## src/rtl/tpi_pkg.sv

```systemverilog
package tpi_pkg;
    localparam int WORD_W = 16;

    localparam logic [WORD_W-1:0] IDLE_CODE  = 16'h000F;
    localparam logic [WORD_W-1:0] TCTL_CODE  = 16'h0FFF;
    localparam logic [WORD_W-1:0] TDATA_CODE = 16'hF000;

    typedef enum logic [2:0] {
        ST_PASS,
        ST_LEAD_IDLE,
        ST_TR_CTL,
        ST_TR_DATA,
        ST_PAD,
        ST_DONE
    } tpi_state_e;
endpackage

```

## src/rtl/tpi_cfg.sv

```systemverilog
module tpi_cfg #(
    parameter int CNT_W = 16
) (
    input  logic             clk,
    input  logic             rst_n,
    input  logic             cfg_we,
    input  logic [CNT_W-1:0] cfg_val,
    input  logic             req,
    input  logic             consume,
    output logic [CNT_W-1:0] cfg_q,
    output logic             pending_q
);
    always_ff @(posedge clk) begin
        if (!rst_n) begin
            cfg_q     <= '0;
            pending_q <= 1'b0;
        end else begin
            if (cfg_we)
                cfg_q <= cfg_val;
            if (req)
                pending_q <= 1'b1;
            else if (consume)
                pending_q <= 1'b0;
        end
    end

    AST_PENDING_CLEARS: assert property (@(posedge clk) disable iff (!rst_n)
        (consume && !req) |=> !pending_q);
endmodule

```

## src/rtl/tpi_burst_track.sv

```systemverilog
module tpi_burst_track (
    input  logic clk,
    input  logic rst_n,
    input  logic fire,
    input  logic last,
    output logic in_burst_q
);
    always_ff @(posedge clk) begin
        if (!rst_n)
            in_burst_q <= 1'b0;
        else if (fire)
            in_burst_q <= !last;
    end
endmodule

```

## src/rtl/tpi_fsm.sv

```systemverilog
module tpi_fsm
    import tpi_pkg::*;
#(
    parameter int CNT_W       = 16,
    parameter int BURST_WORDS = 8,
    parameter int CTL_LEN     = 10,
    parameter int DATA_LEN    = 10
) (
    input  logic             clk,
    input  logic             rst_n,
    input  logic             start,
    input  logic [CNT_W-1:0] load_reps,
    input  logic             out_ready,
    output tpi_state_e       state_q
);
    localparam int MAX_LEN = (CTL_LEN > DATA_LEN) ? CTL_LEN : DATA_LEN;
    localparam int SUB_W   = $clog2(MAX_LEN);
    localparam int POS_W   = $clog2(BURST_WORDS);

    tpi_state_e       state_d;
    logic [SUB_W-1:0] sub_q, sub_d;
    logic [CNT_W-1:0] reps_q, reps_d;
    logic [POS_W-1:0] pos_q, pos_d, pos_inc;
    logic             pos_last;

    assign pos_last = (pos_q == POS_W'(BURST_WORDS - 1));
    assign pos_inc  = pos_last ? '0 : pos_q + 1'b1;

    always_ff @(posedge clk) begin
        if (!rst_n) begin
            state_q <= ST_PASS;
            sub_q   <= '0;
            reps_q  <= '0;
            pos_q   <= '0;
        end else begin
            state_q <= state_d;
            sub_q   <= sub_d;
            reps_q  <= reps_d;
            pos_q   <= pos_d;
        end
    end

    always_comb begin
        state_d = state_q;
        sub_d   = sub_q;
        reps_d  = reps_q;
        pos_d   = pos_q;
        unique case (state_q)
            ST_PASS: begin
                if (start) begin
                    state_d = ST_LEAD_IDLE;
                    reps_d  = load_reps;
                    pos_d   = '0;
                    sub_d   = '0;
                end
            end
            ST_LEAD_IDLE: begin
                if (out_ready) begin
                    state_d = ST_TR_CTL;
                    sub_d   = '0;
                    pos_d   = pos_inc;
                end
            end
            ST_TR_CTL: begin
                if (out_ready) begin
                    pos_d = pos_inc;
                    if (sub_q == SUB_W'(CTL_LEN - 1)) begin
                        state_d = ST_TR_DATA;
                        sub_d   = '0;
                    end else begin
                        sub_d = sub_q + 1'b1;
                    end
                end
            end
            ST_TR_DATA: begin
                if (out_ready) begin
                    pos_d = pos_inc;
                    if (sub_q == SUB_W'(DATA_LEN - 1)) begin
                        sub_d = '0;
                        if (reps_q == CNT_W'(1)) begin
                            state_d = pos_last ? ST_DONE : ST_PAD;
                        end else begin
                            reps_d  = reps_q - 1'b1;
                            state_d = ST_LEAD_IDLE;
                        end
                    end else begin
                        sub_d = sub_q + 1'b1;
                    end
                end
            end
            ST_PAD: begin
                if (out_ready) begin
                    pos_d = pos_inc;
                    if (pos_last)
                        state_d = ST_DONE;
                end
            end
            ST_DONE: begin
                state_d = ST_PASS;
            end
            default: begin
                state_d = ST_PASS;
            end
        endcase
    end

    AST_DONE_ALIGNED: assert property (@(posedge clk) disable iff (!rst_n)
        (state_q == ST_DONE) |-> (pos_q == '0));
    AST_DONE_RETURNS: assert property (@(posedge clk) disable iff (!rst_n)
        (state_q == ST_DONE) |=> (state_q == ST_PASS));
    AST_REPS_LIVE: assert property (@(posedge clk) disable iff (!rst_n)
        (state_q == ST_LEAD_IDLE || state_q == ST_TR_CTL || state_q == ST_TR_DATA)
        |-> (reps_q != '0));
    AST_PAD_ONLY_UNALIGNED: assert property (@(posedge clk) disable iff (!rst_n)
        (state_q == ST_PAD) |-> (pos_q != '0));
endmodule

```

## src/rtl/tpi_inserter.sv

```systemverilog
module tpi_inserter
    import tpi_pkg::*;
#(
    parameter int CNT_W       = 16,
    parameter int BURST_WORDS = 8,
    parameter int CTL_LEN     = 10,
    parameter int DATA_LEN    = 10
) (
    input  logic              clk,
    input  logic              rst_n,
    input  logic              cfg_we,
    input  logic [CNT_W-1:0]  cfg_count,
    input  logic              train_req,
    input  logic              up_valid,
    input  logic              up_ctl,
    input  logic [WORD_W-1:0] up_word,
    input  logic              up_last,
    output logic              up_ready,
    output logic              out_valid,
    output logic              out_ctl,
    output logic [WORD_W-1:0] out_word,
    input  logic              out_ready,
    output logic              train_done
);
    logic [CNT_W-1:0] cfg_q;
    logic             pending_q;
    logic             in_burst_q;
    logic             start, drop;
    tpi_state_e       state_q;

    assign start = (state_q == ST_PASS) && pending_q && (cfg_q != '0) && !in_burst_q;
    assign drop  = (state_q == ST_PASS) && pending_q && (cfg_q == '0);

    tpi_cfg #(.CNT_W(CNT_W)) u_cfg (
        .clk       (clk),
        .rst_n     (rst_n),
        .cfg_we    (cfg_we),
        .cfg_val   (cfg_count),
        .req       (train_req),
        .consume   (start | drop),
        .cfg_q     (cfg_q),
        .pending_q (pending_q)
    );

    tpi_burst_track u_burst (
        .clk        (clk),
        .rst_n      (rst_n),
        .fire       (up_valid && up_ready),
        .last       (up_last),
        .in_burst_q (in_burst_q)
    );

    tpi_fsm #(
        .CNT_W       (CNT_W),
        .BURST_WORDS (BURST_WORDS),
        .CTL_LEN     (CTL_LEN),
        .DATA_LEN    (DATA_LEN)
    ) u_fsm (
        .clk       (clk),
        .rst_n     (rst_n),
        .start     (start),
        .load_reps (cfg_q),
        .out_ready (out_ready),
        .state_q   (state_q)
    );

    always_comb begin
        out_valid  = 1'b0;
        out_ctl    = 1'b1;
        out_word   = IDLE_CODE;
        up_ready   = 1'b0;
        train_done = 1'b0;
        unique case (state_q)
            ST_PASS: begin
                out_valid = up_valid && !start;
                out_ctl   = up_ctl;
                out_word  = up_word;
                up_ready  = out_ready && !start;
            end
            ST_LEAD_IDLE, ST_PAD: begin
                out_valid = 1'b1;
            end
            ST_TR_CTL: begin
                out_valid = 1'b1;
                out_word  = TCTL_CODE;
            end
            ST_TR_DATA: begin
                out_valid = 1'b1;
                out_ctl   = 1'b0;
                out_word  = TDATA_CODE;
            end
            ST_DONE: begin
                train_done = 1'b1;
            end
            default: begin
                out_valid = 1'b0;
            end
        endcase
    end

    AST_UP_BLOCKED: assert property (@(posedge clk) disable iff (!rst_n)
        (state_q != ST_PASS) |-> !up_ready);
    AST_HOLD_STALL: assert property (@(posedge clk) disable iff (!rst_n)
        (out_valid && !out_ready && state_q != ST_PASS)
        |=> (out_valid && $stable(out_word) && $stable(out_ctl)));
    AST_NO_MIDBURST_START: assert property (@(posedge clk) disable iff (!rst_n)
        (state_q == ST_PASS && in_burst_q) |=> (state_q == ST_PASS));
    AST_ZERO_STAYS: assert property (@(posedge clk) disable iff (!rst_n)
        (state_q == ST_PASS && cfg_q == '0) |=> (state_q == ST_PASS));
    AST_DONE_SINGLE: assert property (@(posedge clk) disable iff (!rst_n)
        train_done |=> !train_done);
    AST_DONE_QUIET: assert property (@(posedge clk) disable iff (!rst_n)
        train_done |-> (!out_valid && !up_ready));
endmodule

```

## config.mk

```make
export PLATFORM = sky130hd
export DESIGN_NAME = tpi_inserter
export DESIGN_NICKNAME = d
export VERILOG_FILES = /design/src/rtl/tpi_pkg.sv /design/src/rtl/tpi_cfg.sv /design/src/rtl/tpi_burst_track.sv /design/src/rtl/tpi_fsm.sv /design/src/rtl/tpi_inserter.sv
export SDC_FILE = /design/constraint.sdc
export NUM_CORES = 1
export LEC_CHECK = 0
export ABC_AREA = 1
export BUFFER_PORTS_ARGS = -buffer_cell sky130_fd_sc_hd__buf_2
export CORE_MARGIN = 2
export CORE_UTILIZATION = 50
export DETAILED_ROUTE_END_ITERATION = 10
export GPL_ROUTABILITY_DRIVEN = 0
export PLACE_DENSITY_LB_ADDON = 0.05
export SYNTH_ARGS = -nofsm -noshare
export SYNTH_HDL_FRONTEND = slang
export SYNTH_SLANG_ARGS = --single-unit
```

## constraint.sdc

```tcl
create_clock -name clk -period 2.17 [get_ports clk]
set_input_delay 0.1085 -clock clk [delete_from_list [all_inputs] [get_ports clk]]
set_output_delay 0.1085 -clock clk [all_outputs]
set_load 0.1 [all_outputs]
```

==> results.md, run 1 <==
* Hold path startpoint: cfg_count[6]
* Crit. End Element: output port
* Netlist Area Pre-Place at ~2800 um2
* Vias at 2939
* Tmin final at 1881 ps
* Commonest non-fill, non-tap cell in the layout: nand2_1
* Worst path cell trace: nor2_2 -> clkinv_1 -> nor2_2 -> buf_2
* Synth Register Bits at 44
* N_diodes at 0
* Critical Path RT at approximately 2000 ps
* Startpoint Class: flop
* Starting DRC count in detailed routing at roughly 120
* CTS root buffer: clkbuf_8
* R2r startpoint: u_fsm.state_q[2]
* Gr usage total at 23.77%
* Worst Max-Slew Pin Slew at roughly 580 ps
* Critical Path Max Stage Delay at 440 ps
* Worst reg2reg path depth at 8
* Fin. Hold Viols at 0
* Port bufs at between 50 and 60
* Hpwl dp at 5.101 mm
* I/O Pins at 60
* Hold EP: u_cfg.cfg_q[6]
* Crit-path slowest cell: buf_2
* MaxCap Viol Count at 0
* Syn nets at around 500
* Wire per inst at around 11 um
* Most frequent cells in the layout: 134 x nand2_1, 90 x nor2_1, 53 x buf_2
* Reg area at 880.8 um2
* Leakage Power at roughly 1.6 nW
* Peak Freq at 531.6 MHz
* Setup CP Type: flop to output port
* Hold path depth at 3
* Clock Path Buffers at 2
* Cell Pwr Density at 1640 nW/um2
* Global-route wire length before repair at about 12 mm
* Core ar. at 5405 um2
* Area Overhead vs Synth at 20.73%
* Reg-to-reg critical path endpoint: u_fsm.reps_q[0]
* Rows at 27
* Mapped Cells at 457
* Post-CTS sizing at 0
* Pin count of the biggest net entering global routing at 27
* Vias in the first global route at 2764
* Cell Count, Final, Fillers Out at 586
* Hold Crit Class: input pin to flop
* Multi-input logic area at 1667 um2
* Die area at between 6000 and 7000 um2
* Length of the first detailed-routing pass in iterations at 4
* CP most frequent cell: nor2_2
* Register area share after synthesis at 31.94%
* Synth Area per Inst at approximately 6.0 um2
* Initial antenna violation count at 0
* Crit path launch: u_fsm.state_q[2]
* Gr ovfl total at 0
* CTS sink cnt at 44
* Initial Utilization at between 50% and 60%
* Die X-Extent at roughly 80 um
* H-tree depth at 2
* Max-slew violations at 0
* Max VDD drop at 1.449 mV
* Post-CTS Setup Inserts at 0
* CTS clk-pin slew, worst paths at 90 ps
* Worst Skew at ~11 ps
* Final #Nets at between 500 and 600
* Crit path DAT at 1770 ps
* Vias per cell at 5.015
* Final-layout fill cell count at 553
* Critical Path Fanout Max at 9
* Count of cell types in the netlist at 30
* Max_slew headroom at about three fifths
* TritonCTS Buffers at 5
* Status: completed
* CTS tree: built
* Tcrit/Tclk final at between 80% and 90%
* Post-CTS Hold Buffers at 0
* Layout cells sized above 1 at just under 20%
* Clock latency on the worst-skew pair at about 300 ps
* Placed cells at 578
* Chip height at 78.27 um
* Final setup TNS at 0 ps
* RSZ-0062 raised after global routing: false
* R2r setup slk at 400 ps
* Ys Warns at 0
* Setup Viol. Count Final at 0
* Final ANT Viol Nets at 0
* Total routed wirelength at 6.736 mm
* # DRC at 0
## logic make-up after synthesis
family | after synthesis | synth area share (%)
adders and majority gates | 6 | 2.722
xor gates and xnor gates | 3 | 0.9530
buffers and inverters | 57 | 8.620
AOI/OAI and AO/OA | 66 | 12.52
DFF | 44 | 31.94
and+or+nand+nor | 281 | 43.24
## cell type report
type	instances	share of cell area [%]
clock inverters	3	1.390
repair buffers	63	12.48
flip-flops and latches	44	26.46
well taps	72	2.706
multi-input cells	356	50.06
clock buffers	5	2.067
inverters	43	4.848
## metal layers
metal  global-route usage, %  vias to the layer above  routed length [um]  part of all wire (%)
li1                        -                     1560                   -                     -
met1                   31.47                     1297                3178                    47
met4                   7.018                        0                  52                  0.77
met3                   4.828                        5                 414                   6.1
met5                       0                        -                   0                     0
met2                   39.22                       77                3091                    46
## state kept, by name, indices dropped and copies added, names as in the netlist
signal / count
u_burst.in_burst_q: 1
u_cfg.cfg_q: 16
u_cfg.pending_q: 1
u_fsm.pos_q: 3
u_fsm.reps_q: 16
u_fsm.state_q: 3
u_fsm.sub_q: 4
## how the worst max path moves through the flow
| stage | end | slack [ps] | depth (start not counted) |
|---|---|---|---|
| after floorplan | train_done | 180 | 3 |
| after global placement | u_fsm.reps_q[2] | 470 | 8 |
| after detailed placement | u_fsm.reps_q[0] | 410 | 8 |
| after CTS | out_word[4] | 270 | 4 |
| after global routing | out_word[8] | 120 | 4 |
| final | out_word[8] | 290 | 4 |
## worst max-delay path: cells and delay by family (launching register included)
kind                   cells  cell delay [ps]
buffers and inverters      2              760
AND/OR/NAND/NOR            2              360
flip-flops                 1              370
## cell usage after synthesis
cell type	count	share of area [%]
nand4_1	7	1.6
nor3_2	1	0.36
nand3_4	1	0.64
inv_1	34	4.6
nor2_1	99	13
nor2_2	2	0.45
nand2_2	4	0.91
buf_1	1	0.14
nor2_4	2	0.82
o21bai_1	1	0.27
nor3_1	2	0.36
buf_2	4	0.73
nand3b_1	1	0.27
buf_6	2	0.82
nand4_4	1	0.77
clkbuf_1	6	0.82
xnor2_1	1	0.32
buf_4	1	0.27
nand2_4	2	0.82
xor2_1	2	0.64
a21oi_1	24	4.4
a31o_2	2	0.64
o21ai_0	37	6.7
dfxtp_1	44	32
nand2_1	134	18
nand3_1	25	4.5
o211ai_1	2	0.54
clkinv_1	4	0.54
ha_1	6	2.7
inv_2	5	0.68
## power by group
group	switching, W	internal [W]
Sequential	0.000179	0.000973
Clock	0.000312	0.000347
Combinational	0.00268	0.000971
Total	0.00317	0.00229
## stage by stage
stage	worst slack, ps	hold WS (ps)	power [W]	instance area (um2)	utilization, %
floorplan	182.6	242.5	0.004085	2785	-
global placement	473.7	330.6	0.004769	3214	59.47
detailed placement	406.0	338.6	0.004810	3214	59.47
CTS	273.3	19.24	0.005477	3329	61.60
global route	121.2	22.02	0.005917	3329	61.60
finish	289.0	23.35	0.005462	3329	61.60
No activity file was read; power rests on OpenSTA's default activity.
==> inputs of run 2 (changes only) <==
==> constraint.sdc (replaced) <==
create_clock -name clk -period 2.17 [get_ports clk]
set_input_delay 0.3255 -clock clk [delete_from_list [all_inputs] [get_ports clk]]
set_output_delay 0.3255 -clock clk [all_outputs]
set_load 0.1 [all_outputs]
==> run 2 against run 1 <==
Final cell count stayed put. Via count increased by 0.27%. Register-to-register slack got worse by 20 ps. Combinational power increased by 1%. Sequential power is essentially flat. Clock skew is 0.83 ps higher. Worst setup slack got worse by 180 ps. Global-route usage rose by 0.11 points. Sequential share of layout area fell by 0.083 points. Critical endpoint is now out_valid. Largest cell class unchanged. Highest routed layer unchanged.
==> results.md, run 2 (synthesis results as in run 1) <==
* Status: completed
* Final setup TNS at 0 ps
* Port bufs at 59
* Rows at 27
* Worst reg2reg path depth at 9
* Final ANT Viol Nets at 0
* R2r startpoint: u_fsm.state_q[2]
* Vias at 2947
* Vias per cell at 5.029
* Critical Path Fanout Max at 7
* Vias in the first global route at 2613
* Setup Viol. Count Final at 0
* CTS root buffer: clkbuf_8
* Peak Freq at between 400 and 500 MHz
* Initial Utilization at 51.02%
* Switching share of power at 58.15%
* # DRC at 0
* Tmin final at roughly 2000 ps
* R2r setup slk at 380 ps
* Hpwl dp at just over 5 mm
* Clock network power share at a little under an eighth
* Gr ovfl total at 0
* CTS clk-pin slew, worst paths at 90 ps
* Layout cells sized above 1 at 20.23%
* Critical Path RT at 1840 ps
* Biggest regs: u_cfg.cfg_q x16, u_fsm.reps_q x16, u_fsm.sub_q x4
* Commonest non-fill, non-tap cell in the layout: nand2_1
* Clock Path Buffers at 2
* Post-CTS Setup Inserts at 0
* N_diodes at 0
* Pin count of the biggest net entering global routing at 27
* Hold path depth at 3
* Internal Power at 0.002305 W
* Fin. Hold Viols at 0
* TritonCTS Buffers at 5
* CTS sink cnt at between 40 and 50
* Hold Crit Class: input pin to flop
* Worst Skew at 11.62 ps
* Most frequent cells in the layout: 134 x nand2_1, 90 x nor2_1, 52 x buf_2
* Placed cells at 578
* Total routed wirelength at 6.946 mm
* Max-slew violations at 0
* Cell Pwr Density at around 1600 nW/um2
* Tcrit/Tclk final at 94.94%
* Wire per inst at approximately 12 um
* Gr usage total at 23.88%
* Core ar. at 5405 um2
* MaxCap Viol Count at 0
* Combinational Power Share at about two thirds
* Leakage Power at 1.629 nW
* Chip height at slightly below 80 um
* Worst Max-Slew Pin Slew at 633.8 ps
* Die X-Extent at 78.27 um
* Length of the first detailed-routing pass in iterations at 7
* Final WS setup at 109.8 ps
* H-tree depth at 2
* Crit path DAT at 1730 ps
* Die area at ~6100 um2
* DP Worst Slack at 358.2 ps
* Max VDD drop at 1.187 mV
* RSZ-0062 raised after global routing: false
* Sequential share of power at 21.0%
* Global-route wire length before repair at 11.79 mm
* I/O Pins at 60
* Reg-to-reg critical path endpoint: u_fsm.reps_q[3]
* Cell Count, Final, Fillers Out at 586
* Max_slew headroom at a little under three fifths
* Hold EP: u_cfg.cfg_q[9]
* Area Overhead vs Synth at 21.46%
* Final Util at 61.97%
* Setup CP Type: flop to output port
* Starting DRC count in detailed routing at between 150 and 200
* Hold path startpoint: cfg_count[9]
* Initial antenna violation count at 0
* Final #Nets at approximately 560
* Startpoint Class: flop
* NetSw at approximately 0.0032 W
* Clock latency on the worst-skew pair at just over 300 ps
* Crit. End Element: output port
* CTS tree: built
* Total chip power at 0.005507 W
==> run 2: layout make-up <==
cell class | count | area (um2)
Fill cell | 522 | 2056
Multi-Input combinational cell | 356 | 1678
Sequential cell | 44 | 883.3
Timing Repair Buffer | 63 | 417.9
Inverter | 43 | 165.2
Tap cell | 72 | 90.09
Clock buffer | 5 | 68.82
Clock inverter | 3 | 46.29
==> run 2: layer usage <==
layer,global-route usage [%],vias to the layer above,routed length (um)
met2,38.53,75,3108
met3,3.908,9,310
met1,32.69,1309,3419
met5,0,-,0
met4,7.544,0,107
li1,-,1554,-
==> run 2: worst max-delay path by stage <==
| stage | start | endpoint | slack, ps | cells past startpoint |
|---|---|---|---|---|
| floorplan | u_fsm.state_q[1] | train_done | -30 | 3 |
| global placement | u_fsm.state_q[1] | out_valid | 440 | 5 |
| detailed placement | u_fsm.state_q[2] | out_word[9] | 360 | 4 |
| CTS | u_fsm.state_q[2] | out_word[9] | 30 | 4 |
| global route | u_fsm.state_q[2] | out_valid | 20 | 6 |
| finish | u_fsm.state_q[2] | out_valid | 110 | 6 |
==> run 2: power groups by stage <==
stage / combinational (W) / clock (W) / sequential [W]
after global routing: 0.00406 / 0.000697 / 0.00119
after detailed placement: 0.00365 / 0 / 0.00117
after floorplan: 0.00298 / 0 / 0.00111
final: 0.00369 / 0.000663 / 0.00116
after CTS: 0.00366 / 0.000676 / 0.00115
after global placement: 0.00361 / 0 / 0.00116
==> run 2: critical path: stages, from the launching register on <==
cell	delay [ps]
dfxtp_1	390
nor2_4	180
nand2_2	150
nor3_4	170
nand2_2	120
a31o_2	240
buf_12	170
==> run 2: repair_timing <==
action	4_1_cts	5_1_grt
endpoints found under the setup margin	0	15
hold buffers	0	0
resized for setup	0	6
==> run 2: per-stage QoR <==
| stage | cell area (um2) | hold slack [ps] |
|---|---|---|
| 2_1_floorplan | 2785 | 443.3 |
| 3_3_place_gp | 3214 | 459.7 |
| 3_5_place_dp | 3214 | 464.3 |
| 4_1_cts | 3329 | 229.0 |
| 5_1_grt | 3349 | 241.6 |
| 6_report | 3349 | 236.3 |
==> inputs of run 3 (changes only) <==
--- a/config.mk
+++ b/config.mk
@@ -12,6 +12,7 @@
 export DETAILED_ROUTE_END_ITERATION = 10
 export GPL_ROUTABILITY_DRIVEN = 0
 export PLACE_DENSITY_LB_ADDON = 0.05
+export RECOVER_POWER = 50
 export SYNTH_ARGS = -nofsm -noshare
 export SYNTH_HDL_FRONTEND = slang
 export SYNTH_SLANG_ARGS = --single-unit
==> constraint.sdc (replaced) <==
create_clock -name clk -period 2.17 [get_ports clk]
set_input_delay 0.651 -clock clk [delete_from_list [all_inputs] [get_ports clk]]
set_output_delay 0.651 -clock clk [all_outputs]
set_load 0.1 [all_outputs]
==> run 3 against run 2 <==
Critical path type unchanged. Final cell count up 1.9%. The run now ends with negative setup slack left. Largest power group unchanged. Flip-flop and latch count is the same. Total power is 9.7% higher. Largest cell class unchanged.
==> results.md, run 3 (synthesis results as in run 1) <==
* Critical Path Fanout Max at 8
* Die X-Extent at about 80 um
* Port bufs at 59
* Tmin final at about 2200 ps
* Vias per cell at 5.131
* Max-slew violations at 0
* N_diodes at 0
* Crit. End Element: output port
* Hpwl dp at approximately 5.3 mm
* Layout cells sized above 1 at 23.05%
* CTS root buffer: clkbuf_8
* Commonest non-fill, non-tap cell in the layout: nand2_1
* Leakage Power at ~1.8 nW
* # DRC at 0
* Most frequent cells in the layout: 129 x nand2_1, 90 x nor2_1, 39 x dfxtp_1
* RSZ-0062 raised after global routing: true
* MaxCap Viol Count at 0
* Crit-path slowest cell: dfxtp_4
* Max_slew headroom at approximately 58%
* Startpoint Class: flop
* Biggest regs: u_cfg.cfg_q x16, u_fsm.reps_q x16, u_fsm.sub_q x4
* Setup CP Type: flop to output port
* Setup Viol. Count Final at 2
* Initial antenna violation count at 0
* Failing checks: negative setup slack
* Clock latency on the worst-skew pair at 310 ps
* Crit path DAT at 1560 ps
* Chip height at about 78 um
* Initial Utilization at around half
* Hold Crit Class: flop to flop
* CTS clk-pin slew, worst paths at 90 ps
* WP buf/inv at 2
* Reg area at 889.6 um2
* Critical Path Max Stage Delay at 400 ps
* Die area at 6125 um2
* Status: complete, but fails checks
* Post-route cell area at 3666 um2
* Peak Freq at 452.7 MHz
* Core ar. at 5405 um2
* Post-CTS Hold Buffers at 0
* Clock Path Buffers at 2
* Worst path cell trace: inv_2 -> nand3_1 -> nand3_2 -> a31o_2 -> buf_12
* Tcrit/Tclk final at 101.8%
* Gr ovfl total at 0
* Final #Nets at 570
* Critical path's top delay family: flip-flops
* Rows at 27
* Gr usage total at about a quarter
* Wire per inst at 12.37 um
* Starting DRC count in detailed routing at 210
* CTS sink cnt at 44
* Worst Skew at 9.879 ps
* Fin. Hold Viols at 0
* Vias at just over 3000
* I/O Pins at 60
* DP Worst Slack at 139.2 ps
* Total routed wirelength at around 7.4 mm
* Global-route wire length before repair at 12.77 mm
* Length of the first detailed-routing pass in iterations at 4
* H-tree depth at 2
* Cell Pwr Density at approximately 1600 nW/um2
* Pin count of the biggest net entering global routing at 27
* Final WS setup at -39.01 ps
* CTS tree: built
* Critical Path RT at 1520 ps
* TritonCTS Buffers at 5
* Max VDD drop at 1.346 mV
* Final-layout fill cell count at 493
* Vias in the first global route at 2835
* Final ANT Viol Nets at 0
* Multi-input logic area at roughly 1700 um2
* Post-place instance area at roughly 3400 um2
* Worst Max-Slew Pin Slew at ~630 ps
* Area Overhead vs Synth at 32.94%
run 3: where the power goes:
| group | leakage (nW) | internal (W) | switching [W] |
|---|---|---|---|
| clock | 0.0548 | 0.000347 | 0.000313 |
| combinational | 1.34 | 0.00140 | 0.00283 |
| sequential | 0.364 | 0.000978 | 0.000178 |
| total | 1.76 | 0.00272 | 0.00332 |
run 3: layout make-up:
type	count	area share (%)
Multi-Input combinational cell	356	46.69
Sequential cell	44	24.27
Timing Repair Buffer	74	19.04
Inverter	43	4.403
Tap cell	72	2.457
Clock buffer	5	1.877
Clock inverter	3	1.263
run 3: through the flow:
step,hold WS [ps],util [%],total power [W],instances,setup TNS [ps]
after CTS,477.5,67.29,0.006025,593,-49.17
after detailed placement,464.0,63.70,0.005240,579,0
final,479.4,67.82,0.006042,597,-52.73
after global routing,517.9,67.82,0.006456,597,-521.5
after global placement,461.2,63.70,0.005182,579,0
after floorplan,443.3,-,0.004114,457,-1428
run 3: routing by layer:
metal	GRT usage [%]	up-vias	routed length [um]
li1	-	1577	-
met1	34.10	1404	3429
met2	43.10	74	3576
met3	4.483	8	294
met4	6.667	0	84
met5	0	-	0
run 3: repair_timing:
item                                    4_1_cts  5_1_grt
pin swaps                                     4        2
buffers inserted                              6        4
endpoints found under the setup margin       11       11
gates resized for setup                      10        5
endpoints found under the hold margin         0        0
gates cloned                                  0        0
run 3: path summary, 6_finish.rpt:
check | depth (start not counted) | slack (ps) | start | endpoint
worst max-delay path | 5 | -40 | u_fsm.state_q[0] | out_valid
worst min-delay path | 2 | 480 | u_fsm.pos_q[1] | u_fsm.pos_q[1]
worst max register to register | 9 | 90 | u_fsm.state_q[0] | u_fsm.reps_q[1]
worst min register to register | 2 | 480 | u_fsm.pos_q[1] | u_fsm.pos_q[1]
run 3: worst register-to-register path, delay by kind of cell (launching register included):
family          cells  cell delay (ps)
buf+inv             1              380
compound gates      1              250
simple gates        7              970
flops               1              380
